===== config.mk =====
export PLATFORM = sky130hd
export DESIGN_NAME = supply_burst_supervisor
export DESIGN_NICKNAME = d
export VERILOG_FILES = /design/src/rtl/ssup_pkg.sv /design/src/rtl/ssup_sync.sv /design/src/rtl/ssup_ss_timer.sv /design/src/rtl/ssup_burst_pulse.sv /design/src/rtl/supply_burst_supervisor.sv
export SDC_FILE = /design/constraint.sdc
export NUM_CORES = 1
export LEC_CHECK = 0
export ABC_AREA = 1
export ABC_CLOCK_PERIOD_IN_PS = 4000
export BUFFER_PORTS_ARGS = -buffer_cell sky130_fd_sc_hd__buf_2
export CORE_MARGIN = 3
export CORE_UTILIZATION = 45
export CTS_CLUSTER_DIAMETER = 60
export DETAILED_ROUTE_END_ITERATION = 7
export GPL_TIMING_DRIVEN = 0
export RECOVER_POWER = 50
export SYNTH_ARGS = -nofsm -noshare
export SYNTH_HDL_FRONTEND = slang
export SYNTH_SLANG_ARGS = --single-unit

===== constraint.sdc =====
create_clock -name clk -period 4 [get_ports clk]
set_input_delay 0.4 -clock clk [delete_from_list [all_inputs] [get_ports clk]]
set_output_delay 0.4 -clock clk [all_outputs]
set_load 0.01 [all_outputs]

===== src/rtl/ssup_pkg.sv =====
package ssup_pkg;
    typedef enum logic [2:0] {
        ST_OFF        = 3'd0,
        ST_SOFT_START = 3'd1,
        ST_RUN        = 3'd2,
        ST_BURST      = 3'd3,
        ST_FAULT      = 3'd4
    } ssup_state_e;

    localparam int CMP_NUM       = 6;
    localparam int CMP_START     = 0;
    localparam int CMP_UV_NORM   = 1;
    localparam int CMP_UV_BURST  = 2;
    localparam int CMP_OV        = 3;
    localparam int CMP_LINE_UV   = 4;
    localparam int CMP_REG_LOW   = 5;
endpackage


===== src/rtl/ssup_sync.sv =====
module ssup_sync #(
    parameter int WIDTH  = 6,
    parameter int STAGES = 2
) (
    input  logic             clk,
    input  logic             rst_n,
    input  logic [WIDTH-1:0] async_i,
    output logic [WIDTH-1:0] sync_o
);
    for (genvar b = 0; b < WIDTH; b++) begin : g_bit
        logic [STAGES-1:0] chain_q;
        always_ff @(posedge clk or negedge rst_n) begin
            if (!rst_n) chain_q <= '0;
            else        chain_q <= {chain_q[STAGES-2:0], async_i[b]};
        end
        assign sync_o[b] = chain_q[STAGES-1];
    end
endmodule


===== src/rtl/ssup_ss_timer.sv =====
module ssup_ss_timer #(
    parameter int SS_CYC = 5_000_000
) (
    input  logic clk,
    input  logic rst_n,
    input  logic run_i,
    output logic done_o
);
    localparam int CW = (SS_CYC > 1) ? $clog2(SS_CYC) : 1;
    localparam logic [CW-1:0] LAST = CW'(SS_CYC - 1);

    logic [CW-1:0] cnt_q;

    always_ff @(posedge clk or negedge rst_n) begin
        if (!rst_n)                     cnt_q <= '0;
        else if (!run_i)                cnt_q <= '0;
        else if (cnt_q != LAST)         cnt_q <= cnt_q + 1'b1;
    end

    assign done_o = run_i && (cnt_q == LAST);
endmodule


===== src/rtl/ssup_burst_pulse.sv =====
module ssup_burst_pulse #(
    parameter int MAX_ON_CYC = 700,
    parameter int MIN_ON_CYC = 100
) (
    input  logic clk,
    input  logic rst_n,
    input  logic en_i,
    input  logic req_i,
    output logic act_o
);
    localparam int CW = $clog2(MAX_ON_CYC + 1);
    localparam logic [CW-1:0] MAX_V = CW'(MAX_ON_CYC);
    localparam logic [CW-1:0] MIN_V = CW'(MIN_ON_CYC);

    logic          act_q;
    logic [CW-1:0] len_q;
    logic          stop;

    assign stop = (len_q >= MAX_V) || ((len_q >= MIN_V) && !req_i);

    always_ff @(posedge clk or negedge rst_n) begin
        if (!rst_n) begin
            act_q <= 1'b0;
            len_q <= '0;
        end else if (!en_i) begin
            act_q <= 1'b0;
            len_q <= '0;
        end else if (!act_q) begin
            if (req_i) begin
                act_q <= 1'b1;
                len_q <= CW'(1);
            end
        end else if (stop) begin
            act_q <= 1'b0;
            len_q <= '0;
        end else begin
            len_q <= len_q + 1'b1;
        end
    end

    assign act_o = act_q;
endmodule


===== src/rtl/supply_burst_supervisor.sv =====
module supply_burst_supervisor
    import ssup_pkg::*;
#(
    parameter int SS_CYC     = 5_000_000,
    parameter int MAX_ON_CYC = 700
) (
    input  logic clk,
    input  logic rst_n,
    input  logic vcc_start_i,
    input  logic vcc_uv_norm_i,
    input  logic vcc_uv_burst_i,
    input  logic vcc_ov_i,
    input  logic line_uv_i,
    input  logic reg_low_i,
    input  logic ontime_i,
    input  logic pulse_req_i,
    output logic gate_en_o,
    output logic ss_active_o,
    output logic fault_o,
    output logic uv_sel_o
);
    localparam int MIN_ON_CYC = (MAX_ON_CYC + 6) / 7;

    ssup_state_e state_q, state_d;
    logic [CMP_NUM-1:0] cmp_raw, cmp_s;
    logic ss_done, burst_act, exit_pend_q;
    logic trip, uv_active;

    assign cmp_raw[CMP_START]    = vcc_start_i;
    assign cmp_raw[CMP_UV_NORM]  = vcc_uv_norm_i;
    assign cmp_raw[CMP_UV_BURST] = vcc_uv_burst_i;
    assign cmp_raw[CMP_OV]       = vcc_ov_i;
    assign cmp_raw[CMP_LINE_UV]  = line_uv_i;
    assign cmp_raw[CMP_REG_LOW]  = reg_low_i;

    ssup_sync #(.WIDTH(CMP_NUM), .STAGES(2)) u_sync (
        .clk(clk), .rst_n(rst_n), .async_i(cmp_raw), .sync_o(cmp_s)
    );

    ssup_ss_timer #(.SS_CYC(SS_CYC)) u_ss_timer (
        .clk(clk), .rst_n(rst_n),
        .run_i(state_q == ST_SOFT_START), .done_o(ss_done)
    );

    ssup_burst_pulse #(.MAX_ON_CYC(MAX_ON_CYC), .MIN_ON_CYC(MIN_ON_CYC)) u_burst (
        .clk(clk), .rst_n(rst_n),
        .en_i(state_q == ST_BURST), .req_i(pulse_req_i), .act_o(burst_act)
    );

    assign trip      = cmp_s[CMP_OV] || (cmp_s[CMP_LINE_UV] && !ontime_i);
    assign uv_active = (state_q == ST_BURST) ? cmp_s[CMP_UV_BURST] : cmp_s[CMP_UV_NORM];

    always_ff @(posedge clk or negedge rst_n) begin
        if (!rst_n) begin
            state_q     <= ST_OFF;
            exit_pend_q <= 1'b0;
        end else begin
            state_q     <= state_d;
            exit_pend_q <= (state_q == ST_BURST) && !cmp_s[CMP_REG_LOW];
        end
    end

    always_comb begin
        state_d = state_q;
        unique case (state_q)
            ST_OFF: begin
                if (cmp_s[CMP_START] && !cmp_s[CMP_UV_NORM]) state_d = ST_SOFT_START;
            end
            ST_SOFT_START: begin
                if (trip)           state_d = ST_FAULT;
                else if (uv_active) state_d = ST_OFF;
                else if (ss_done)   state_d = ST_RUN;
            end
            ST_RUN: begin
                if (trip)                      state_d = ST_FAULT;
                else if (uv_active)            state_d = ST_OFF;
                else if (cmp_s[CMP_REG_LOW])   state_d = ST_BURST;
            end
            ST_BURST: begin
                if (trip)           state_d = ST_FAULT;
                else if (uv_active) state_d = ST_OFF;
                else if (exit_pend_q && !cmp_s[CMP_REG_LOW]) state_d = ST_RUN;
            end
            ST_FAULT: begin
                if (cmp_s[CMP_UV_NORM]) state_d = ST_OFF;
            end
            default: state_d = ST_OFF;
        endcase
    end

    always_comb begin
        gate_en_o   = 1'b0;
        ss_active_o = 1'b0;
        fault_o     = 1'b0;
        uv_sel_o    = 1'b0;
        unique case (state_q)
            ST_OFF: ;
            ST_SOFT_START: begin
                gate_en_o   = 1'b1;
                ss_active_o = 1'b1;
            end
            ST_RUN:   gate_en_o = 1'b1;
            ST_BURST: begin
                gate_en_o = burst_act;
                uv_sel_o  = 1'b1;
            end
            ST_FAULT: fault_o = 1'b1;
            default: ;
        endcase
    end
endmodule


==> results of run 1 <==
-- layout make-up --
class / instances / area share, %
plain buffers: 3 / 0.749
clock buffers: 5 / 2.42
flip-flops and latches: 50 / 44.1
multi-input cells: 210 / 39.4
clock inverters: 3 / 1.01
well taps: 72 / 3.17
repair buffers: 13 / 2.25
inverters: 52 / 6.92
-- cell usage after synthesis, drive strengths merged --
library cell,count
nand2,64
inv,51
dfrtp,50
nor2,38
nand3,26
o21ai,20
a21oi,19
nor3,14
xor2,8
a31oi,6
nand4,6
buf,3
ha,3
o21a,2
or2,2
a211oi,1
clkinv,1
o21bai,1
-- cell families (layout without fill, tap and decap cells) --
kind of cell	count (synthesis)	count (layout)	synth area share, %
simple gates	150	150	28.8
xor+xnor	8	8	2.70
flops	50	50	48.2
fa+ha+maj	3	3	1.45
compound gates	49	49	10.4
buf+inv	55	76	8.39
-- through the flow --
stage	power, mW	instance area (µm²)	worst slack, ps
detailed placement	0.764	2750	2260
finish	1.07	2840	1600
global placement	0.760	2750	2260
floorplan	0.696	2590	2580
global route	1.14	2840	1050
CTS	1.09	2850	1880
-- state kept, by name (all words and copies together) (netlist names) --
register	flops
exit_pend_q	1
u_burst.act_o	1
u_ss_timer.cnt_q	23
state_q	3
u_sync.g_bit.chain_q	12
u_burst.len_q	10
-- worst max path at each step --
stage | to | start | slack (ps) | cells after the start
after floorplan | state_q[1]$_DFFE_PN0P_ | u_ss_timer.cnt_q[0]$_DFFE_PN0P_ | 2580 | 11
after global placement | ss_active_o | state_q[2]$_DFFE_PN0P_ | 2260 | 5
after detailed placement | ss_active_o | state_q[2]$_DFFE_PN0P_ | 2260 | 5
after CTS | ss_active_o | state_q[2]$_DFFE_PN0P_ | 1880 | 5
after global routing | u_burst.len_q[7]$_DFFE_PN0P_ | rst_n | 1050 | 1
final | u_burst.len_q[6]$_DFFE_PN0P_ | rst_n | 1600 | 1
-- power by group --
group / total [mW] / internal [mW] / switching (mW) / leakage (nW)
clock: 0.325 / 0.131 / 0.194 / 0.0506
sequential: 0.553 / 0.531 / 0.0220 / 0.667
combinational: 0.195 / 0.0634 / 0.131 / 0.569
total: 1.07 / 0.726 / 0.347 / 1.29
-- metal layers --
metal | vias to the layer above | share of wire (%) | global-route usage [%]
met5 | - | 0 | 0
met4 | 0 | 1.2 | 3.99
met3 | 6 | 3.9 | 4.61
met2 | 29 | 47 | 28.2
met1 | 945 | 48 | 22.4
li1 | 1055 | - | -
==> flow_metrics.py, run 1 <==
metrics = {
    "logic_synthesis": {
        "syn_area_per_cell_um2": 8.23,
        "syn-instance-count": 315,
        "yosysSeqAreaShare_pct": 48.2,
        "syn_nets": 328,
        "synth.area.top_cells": "dfrtp_1 48%, nand2_1 8.5%, inv_1 6.7%",
        "yosys.area.top_type": "dfrtp_1",
        "synth_area_um2": 2590,
        "synth_top_area_share_pct": 48.2,
        "ys_warn_count": 0,
        "ys_ff_latch": 50,
        "synthDistinctLibCells": 31,
    },
    "placed_design": {
        "gp_congestion": 0.829,
        "io_buffer_count": 13,
        "post-dp-hpwl_um": 3570,
        "dp_cells": 400,
    },
    "worst_hold_path": {
        "hold_path_class": "input pin to flip-flop",
        "min_from": "vcc_uv_norm_i",
        "hold-path-cell-count": 1,
        "min_to": "u_sync.g_bit[1].chain_q[0]$_DFF_PN0_",
    },
    "clock_tree": {
        "clkTransAtPathRegs_ps": 100,
        "cts_hold_buf": 0,
        "post_cts_buffers": 0,
        "cts_root_buffer": "clkbuf_8",
        "ctsLongestPathBuffers": 2,
        "htree_num_levels": 2,
        "ctsResizeCount": 0,
        "clkSinkCount": 50,
        "cts_buffers": 5,
        "insertion_delay_ps": 320,
        "cts_tree": "yes",
    },
    "final_layout": {
        "register_area_um2": 1250,
        "syn2layout_area_growth_pct": 9.50,
        "drive_gt1_share_pct": 15.2,
        "fill_cells": 554,
        "final_common_cell": "nand2_1",
        "multi_input_area_um2": 1120,
        "nets": 348,
        "antenna_cells": 0,
        "mostFrequentLayoutCells": "59 x nand2_1, 50 x dfrtp_1, 46 x inv_1",
        "stdcell_count": 408,
        "postLayoutCoreUtil_pct": 51.3,
    },
    "sta": {
        "fin_crit_ps": 2400,
        "slew_viol_final": 51,
        "finClkSkew_ps": 4.14,
        "rsz0062_at_grt": "false",
        "setup_tns_ps": 0,
        "hold_viol": 0,
        "fmax_mhz": 417,
        "maxSlewHeadroom_pct": -76.9,
        "period_share_pct": 60.0,
        "setup_viol": 0,
        "fin_hold_ws_ps": 179,
        "worstMarginPinSlew_ps": 2650,
    },
    "critical_path": {
        "cpMaxStageDelayCell": "clkbuf_1",
        "startpoint_type": "input pin",
        "endpoint_kind": "asynchronous set/reset pin",
        "crit_type": "input pin to asynchronous set/reset pin",
        "r2r-end": "state_q[1]$_DFFE_PN0P_",
        "cp.buffers_inverters": 1,
        "max_stage_delay_ps": 1850,
        "worstPathCellList": "clkbuf_1",
        "crit_fanout": 50,
        "crit_arrival_ps": 2270,
        "r2r_setup_slack_ps": 2350,
        "r2r_start": "u_ss_timer.cnt_q[0]$_DFFE_PN0P_",
        "reg2regPathDepth": 11,
        "cp_top_family": "buffers and inverters",
        "cp.required_ps": 3870,
    },
    "flow_run": {
        "maxCapViolCount": 1,
    },
    "routing": {
        "drc": 0,
        "ant_nets": 0,
        "wl_um": 4970,
        "num_vias": 2035,
        "wl_per_cell_um": 12.2,
        "dr.pass1.iters": 4,
        "viasPerCell": 4.99,
        "drtIter0Drc": 135,
    },
    "global_route": {
        "antenna_found_initial": 0,
        "grt_max_degree": 51,
        "grt_pass1_wl_um": 8880,
        "grt_pass1_vias": 1959,
        "grt_overflow": 0,
        "grt_util_all_layers_pct": 17.1,
    },
    "floorplan": {
        "ios": 14,
        "die_w_um": 81.9,
        "std_cell_rows": 27,
        "core_um2": 5540,
        "die_h_um": 81.9,
        "die_area_um2": 6710,
        "start_util_pct": 46.8,
    },
    "pwr": {
        "p_leak_nw": 1.29,
        "irDropWorstVdd_mv": 0.243,
        "p_per_area_nw_per_um2": 378,
    },
    "outcome": {
        "violations": "capacitance limit, slew limit",
        "status": "complete, but fails checks",
    },
}
Power figures use the tool's default switching activity.
==> inputs of run 2 (changes only) <==
--- a/config.mk
+++ b/config.mk
@@ -5,8 +5,8 @@
 export SDC_FILE = /design/constraint.sdc
 export NUM_CORES = 1
 export LEC_CHECK = 0
-export ABC_AREA = 1
-export ABC_CLOCK_PERIOD_IN_PS = 4000
+export ABC_AREA = 0
+export ABC_CLOCK_PERIOD_IN_PS = 2000
 export BUFFER_PORTS_ARGS = -buffer_cell sky130_fd_sc_hd__buf_2
 export CORE_MARGIN = 3
 export CORE_UTILIZATION = 45
==> constraint.sdc (replaced) <==
create_clock -name clk -period 2 [get_ports clk]
set_input_delay 0.2 -clock clk [delete_from_list [all_inputs] [get_ports clk]]
set_output_delay 0.2 -clock clk [all_outputs]
set_load 0.01 [all_outputs]
==> run 2 against run 1 <==
Net effect:
- the run now ends clean
- die area is 0.62% higher
- worst setup slack worse by 1500 ps
- clock power is 130% higher
- combinational power is 6% lower
- first-iteration DRC count is 19% lower
- routed wire length is 15% higher
- synthesized area is 0.68% higher
- worst hold slack worse by 37 ps
- sequential power is 90% higher
- synthesized cell count is 14% lower
- cell count is 7.4% lower
==> flow_metrics.py, run 2 <==
metrics = {
    "floorplan": {
        "ios": 14,
        "die_w_um": 82.2,
        "core_um2": 5570,
        "die_area_um2": 6750,
        "start_util_pct": 46.8,
        "die_h_um": 82.2,
        "std_cell_rows": 27,
    },
    "final_layout": {
        "syn2layout_area_growth_pct": 18.8,
        "mostFrequentLayoutCells": "46 x dfrtp_1, 24 x nand2_1, 21 x nor2_1",
        "antenna_cells": 0,
        "top_register": "u_ss_timer.cnt_q",
        "largest_reg_flops": 23,
        "top_regs": "u_ss_timer.cnt_q (23), u_sync.g_bit.chain_q (12), u_burst.len_q (10)",
        "fill_cells": 496,
        "stdcell_count": 378,
        "drive_gt1_share_pct": 21.6,
        "nets": 318,
        "final_common_cell": "dfrtp_1",
    },
    "global_route": {
        "antenna_found_initial": 0,
        "grt_overflow": 0,
        "grt_pass1_vias": 2017,
        "grt_max_degree": 51,
        "grt_pass1_wl_um": 9750,
        "grt_util_all_layers_pct": 18.6,
    },
    "placed_design": {
        "dp_slack_ps": -305,
        "gp_congestion": 0.803,
        "dp_cells": 357,
        "post-dp-hpwl_um": 3720,
        "io_buffer_count": 13,
    },
    "logic_synthesis": {
        "synth_top_area_share_pct": 47.9,
        "synthDistinctLibCells": 52,
        "ys_warn_count": 0,
        "yosysMostFrequentCell": "dfrtp_1",
        "yosys.area.top_type": "dfrtp_1",
        "synth_edf_count": 0,
        "ys_ff_latch": 50,
        "synth_area_um2": 2610,
        "synth.area.top_cells": "dfrtp_1 48%, nand3_1 3.4%, nand2_1 3.4%",
        "syn_nets": 285,
        "synth_ff_type": "dfrtp_1",
        "async_flop_share_pct": 100,
        "syn_area_per_cell_um2": 9.60,
        "yosysSeqAreaShare_pct": 47.9,
        "yosys-top-cells-count": "50 x dfrtp_1, 24 x nand2_1, 21 x nor2_1, 18 x nand3_1, 15 x nor3_1",
        "syn-instance-count": 272,
    },
    "critical_path": {
        "crit_type": "flip-flop to flip-flop",
        "crit_fanout": 10,
        "cp.required_ps": 2230,
        "max_stage_delay_ps": 530,
        "endpoint_kind": "flip-flop",
        "worstPathCellList": "nand3_2 -> or4_4 -> buf_6 -> or4_1 -> a21oi_2",
        "startpoint_type": "flip-flop",
        "cpMaxStageDelayCell": "or4_4",
        "cp.buffers_inverters": 1,
        "crit_arrival_ps": 2180,
        "cp_top_family": "simple AND/OR/NAND/NOR gates",
    },
    "pwr": {
        "p_leak_nw": 1.30,
        "power_switching_share_pct": 24.9,
        "p_switching_uw": 493,
        "clkPwrFrac_pct": 37.6,
        "combPwrFrac_pct": 9.3,
        "irDropWorstVdd_mv": 0.450,
        "seqPwrFrac_pct": 53.2,
        "p_per_area_nw_per_um2": 639,
        "p_int_mw": 1.49,
    },
    "sta": {
        "fin_crit_ps": 1940,
        "maxSlewHeadroom_pct": 17.9,
        "fin_hold_ws_ps": 141,
        "finClkSkew_ps": 13.0,
        "fmax_mhz": 514,
        "slew_viol_final": 0,
        "hold_viol": 0,
        "setup_viol": 0,
        "setup_ws_ps": 55.0,
        "period_share_pct": 97.2,
        "worstMarginPinSlew_ps": 1230,
    },
    "routing": {
        "wl_um": 5710,
        "num_vias": 2222,
        "dr.pass1.iters": 4,
        "drtIter0Drc": 109,
        "viasPerCell": 5.88,
        "drc": 0,
        "ant_nets": 0,
        "wl_per_cell_um": 15.1,
    },
    "clock_tree": {
        "htree_num_levels": 2,
        "clkSinkCount": 50,
        "insertion_delay_ps": 310,
        "clkTransAtPathRegs_ps": 100,
        "ctsLongestPathBuffers": 2,
        "cts_tree": "yes",
        "cts_root_buffer": "clkbuf_8",
        "cts_buffers": 5,
    },
    "worst_hold_path": {
        "hold_path_class": "input pin to asynchronous set/reset pin",
    },
    "outcome": {
        "status": "finished, final reports clean",
    },
    "flow_run": {
        "maxCapViolCount": 0,
    },
}
-- run 2: cell types whose count changed after synthesis, moves of 6 or more --
cell	previous run	this run
o211ai_1	0	7
o31ai_1	0	7
clkbuf_1	0	7
inv_1	46	10
nand2_1	59	24
nor2_1	29	21
xnor2_1	0	6
xor2_1	8	1
-- run 2: path summary, 6_finish.rpt --
check                                                startpoint                              endpoint  cells after the start  slack [ps]
min in group clk                                    pulse_req_i               u_burst.act_o$_DFF_PN0_                      3         160
min                                                       rst_n          u_burst.len_q[4]$_DFFE_PN0P_                      1         140
min reg2reg                u_sync.g_bit[3].chain_q[0]$_DFF_PN0_  u_sync.g_bit[3].chain_q[1]$_DFF_PN0_                      0         360
max reg2reg                    u_ss_timer.cnt_q[11]$_DFFE_PN0P_      u_ss_timer.cnt_q[19]$_DFFE_PN0P_                      5          60
max in group asynchronous                                 rst_n                state_q[0]$_DFFE_PN0P_                      1        1040
max                            u_ss_timer.cnt_q[11]$_DFFE_PN0P_      u_ss_timer.cnt_q[19]$_DFFE_PN0P_                      5          60
-- run 2: worst reg2reg max path, cell delays in order (launching register included) --
cell and delay, ps:
dfrtp_1 410, nand3_2 130, or4_4 530, buf_6 150, or4_1 510, a21oi_2 140
-- run 2: cell type report --
type / count / area, µm² / share of cell area, %
buffer: 8 / 56.3 / 1.82
clock buffer: 5 / 68.8 / 2.22
clock inverter: 3 / 48.8 / 1.57
inverter: 10 / 40.0 / 1.29
multi-input combinational: 200 / 1330 / 43.0
sequential: 50 / 1260 / 40.5
tap: 72 / 90.1 / 2.90
timing repair buffer: 30 / 208 / 6.70
-- run 2: metrics by stage --
step | utilization [%] | setup TNS [ps] | power (mW) | area (µm²)
floorplan | - | 0 | 1.17 | 2610
global placement | 49.6 | -1780 | 1.24 | 2770
detailed placement | 49.6 | -2120 | 1.24 | 2770
CTS | 53.8 | 0 | 2.00 | 3000
global route | 55.6 | -3.47 | 2.08 | 3100
finish | 55.6 | 0 | 1.98 | 3100
-- run 2: power groups by stage --
stage / Combinational (mW) / Clock [mW] / Sequential, mW
6_report: 0.184 / 0.744 / 1.05
4_1_cts: 0.182 / 0.770 / 1.05
5_1_grt: 0.207 / 0.812 / 1.06
2_1_floorplan: 0.106 / 0 / 1.07
3_3_place_gp: 0.170 / 0 / 1.07
3_5_place_dp: 0.171 / 0 / 1.07
-- run 2: kinds of logic (layout without fill, tap and decap cells) --
kind of cell | after synthesis | in the layout | synth area share, %
flops | 50 | 50 | 47.9
compound gates | 65 | 65 | 17.4
fa+ha+maj | 3 | 3 | 1.44
buf+inv | 22 | 56 | 4.03
simple gates | 123 | 123 | 26.1
mux | 2 | 2 | 0.767
xor+xnor | 7 | 7 | 2.35
-- run 2: routing by layer --
| metal | vias to the layer above | wire [µm] | part of all wire, % | GRT usage, % |
|---|---|---|---|---|
| met2 | 54 | 2670 | 47 | 28.4 |
| met1 | 1069 | 2690 | 47 | 26.4 |
| li1 | 1092 | - | - | - |
| met3 | 7 | 287 | 5.0 | 3.90 |
| met5 | - | 0 | 0 | 0 |
| met4 | 0 | 63 | 1.1 | 5.65 |
-- run 2: repair_timing --
| action | 4_1_cts | 5_1_grt |
|---|---|---|
| resized for setup | 12 | 16 |
| endpoints found under the hold margin | 6 | 0 |
| endpoints found under the setup margin | 26 | 20 |
| pin swaps | 1 | 4 |
| hold buffers | 6 | 0 |
| buffers inserted | 2 | 9 |
==> inputs of run 3 (changes only) <==
--- a/config.mk
+++ b/config.mk
@@ -13,7 +13,8 @@
 export CTS_CLUSTER_DIAMETER = 60
 export DETAILED_ROUTE_END_ITERATION = 7
 export GPL_TIMING_DRIVEN = 0
-export RECOVER_POWER = 50
+export RECOVER_POWER = 25
+export SLEW_MARGIN = 20
 export SYNTH_ARGS = -nofsm -noshare
 export SYNTH_HDL_FRONTEND = slang
 export SYNTH_SLANG_ARGS = --single-unit
==> run 3 against run 2 <==
Net effect:
- highest routed layer unchanged
- worst setup slack is the same
- cell count grew 0.26%
- sequential cell count is the same
- register-to-register slack is essentially flat
- clock power is essentially flat
- largest cell class unchanged
- largest power group unchanged
==> flow_metrics.py, run 3 (same netlist as run 2, synthesis figures left out) <==
metrics = {
    "outcome": {
        "status": "finished, final reports clean",
    },
    "clock_tree": {
        "clkTransAtPathRegs_ps": 100,
        "insertion_delay_ps": 310,
        "ctsLongestPathBuffers": 2,
        "htree_num_levels": 2,
        "clkSinkCount": 50,
        "cts_root_buffer": "clkbuf_8",
        "cts_buffers": 5,
        "cts_tree": "yes",
    },
    "floorplan": {
        "ios": 14,
        "die_w_um": 82.2,
        "die_area_um2": 6750,
        "core_um2": 5570,
        "die_h_um": 82.2,
        "std_cell_rows": 27,
        "start_util_pct": 46.8,
    },
    "pwr": {
        "total_power_mw": 1.98,
        "clkPwrFrac_pct": 37.5,
        "p_int_mw": 1.49,
        "p_switching_uw": 494,
        "power_switching_share_pct": 24.9,
        "irDropWorstVdd_mv": 0.450,
        "seqPwrFrac_pct": 53.1,
        "combPwrFrac_pct": 9.3,
        "p_per_area_nw_per_um2": 637,
        "p_leak_nw": 1.31,
    },
    "routing": {
        "viasPerCell": 5.87,
        "wl_um": 5710,
        "num_vias": 2224,
        "drtIter0Drc": 107,
        "dr.pass1.iters": 4,
        "wl_per_cell_um": 15.1,
        "ant_nets": 0,
        "drc": 0,
    },
    "final_layout": {
        "top_register": "u_ss_timer.cnt_q",
        "stdcell_count": 379,
        "top_regs": "u_ss_timer.cnt_q (23), u_sync.g_bit.chain_q (12), u_burst.len_q (10)",
        "antenna_cells": 0,
        "mostFrequentLayoutCells": "46 x dfrtp_1, 24 x nand2_1, 21 x nor2_1",
        "syn2layout_area_growth_pct": 19.2,
        "final_common_cell": "dfrtp_1",
        "nets": 319,
        "drive_gt1_share_pct": 21.5,
        "largest_reg_flops": 23,
    },
    "global_route": {
        "grt_overflow": 0,
        "grt_util_all_layers_pct": 18.6,
        "grt_max_degree": 51,
        "grt_busiest_layer": "met2",
        "use_met3_pct": 3.90,
        "antenna_found_initial": 0,
        "met1_usage_pct": 26.4,
        "grt_pass1_vias": 2017,
        "grt_pass1_wl_um": 9750,
        "grt_util_met2_pct": 28.4,
    },
    "critical_path": {
        "crit_arrival_ps": 2180,
        "endpoint_kind": "flip-flop",
        "cp.required_ps": 2230,
        "crit_type": "flip-flop to flip-flop",
        "crit_fanout": 10,
        "startpoint_type": "flip-flop",
    },
    "sta": {
        "fmax_mhz": 514,
        "worstMarginPinSlew_ps": 1220,
        "period_share_pct": 97.2,
        "fin_crit_ps": 1940,
        "finClkSkew_ps": 13.1,
        "slew_viol_final": 0,
        "fin_hold_ws_ps": 165,
        "maxSlewHeadroom_pct": 18.6,
        "hold_viol": 0,
        "setup_tns_ps": 0,
        "setup_viol": 0,
    },
    "placed_design": {
        "gp_congestion": 0.803,
        "post-dp-hpwl_um": 3720,
        "io_buffer_count": 13,
        "dp_cells": 357,
    },
    "worst_hold_path": {
        "hold_path_class": "input pin to flip-flop",
    },
    "flow_run": {
        "maxCapViolCount": 0,
    },
}
==> run 3: power groups by stage <==
stage	Sequential [mW]	Combinational, mW	Clock, mW
floorplan	1.07	0.106	0
global placement	1.07	0.170	0
detailed placement	1.07	0.171	0
CTS	1.05	0.184	0.770
global route	1.06	0.209	0.812
finish	1.05	0.185	0.744
==> run 3: path summary, 6_finish.rpt <==
check                                                startpoint                                    to  slack (ps)  cells past startpoint
max                            u_ss_timer.cnt_q[11]$_DFFE_PN0P_      u_ss_timer.cnt_q[19]$_DFFE_PN0P_          60                      5
min                                                 pulse_req_i               u_burst.act_o$_DFF_PN0_         160                      3
max reg2reg                    u_ss_timer.cnt_q[11]$_DFFE_PN0P_      u_ss_timer.cnt_q[19]$_DFFE_PN0P_          60                      5
min reg2reg                u_sync.g_bit[3].chain_q[0]$_DFF_PN0_  u_sync.g_bit[3].chain_q[1]$_DFF_PN0_         360                      0
max in group asynchronous                                 rst_n                state_q[0]$_DFFE_PN0P_         510                      2
min in group asynchronous                                 rst_n          u_burst.len_q[4]$_DFFE_PN0P_         680                      2
==> run 3: layout make-up <==
class,count,area (µm²)
Buffer,8,56.3
Clock buffer,5,68.8
Clock inverter,3,48.8
Fill cell,494,2460
Inverter,10,40.0
Multi-Input combinational cell,200,1330
Sequential cell,50,1260
Tap cell,72,90.1
Timing Repair Buffer,31,218
==> run 3: through the flow <==
step / area (µm²) / util, % / setup slack (ps)
floorplan: 2610 / - / 69.9
global placement: 2770 / 49.6 / -296
detailed placement: 2770 / 49.7 / -305
CTS: 3010 / 54.0 / 5.40
global route: 3110 / 55.8 / -3.47
finish: 3110 / 55.8 / 55.0
==> run 3: metal layers <==
layer / share of wire, % / vias up
met5: 0 / -
met4: 1.1 / 0
met3: 5.0 / 7
met2: 47 / 54
met1: 47 / 1069
li1: - / 1094
==> run 3: worst max-delay path: stages, from the launching register on <==
cell,delay [ps]
dfrtp_1,410
nand3_2,120
or4_4,530
buf_6,150
or4_1,510
a21oi_2,140
==> run 3: timing repair <==
item | CTS | global route
endpoints found under the hold margin | 56 | 0
resized for setup | 12 | 16
buffers inserted | 2 | 9
setup endpoints to repair | 26 | 20
hold buffers | 7 | 0
pin swaps | 1 | 4
cloned | 0 | 0
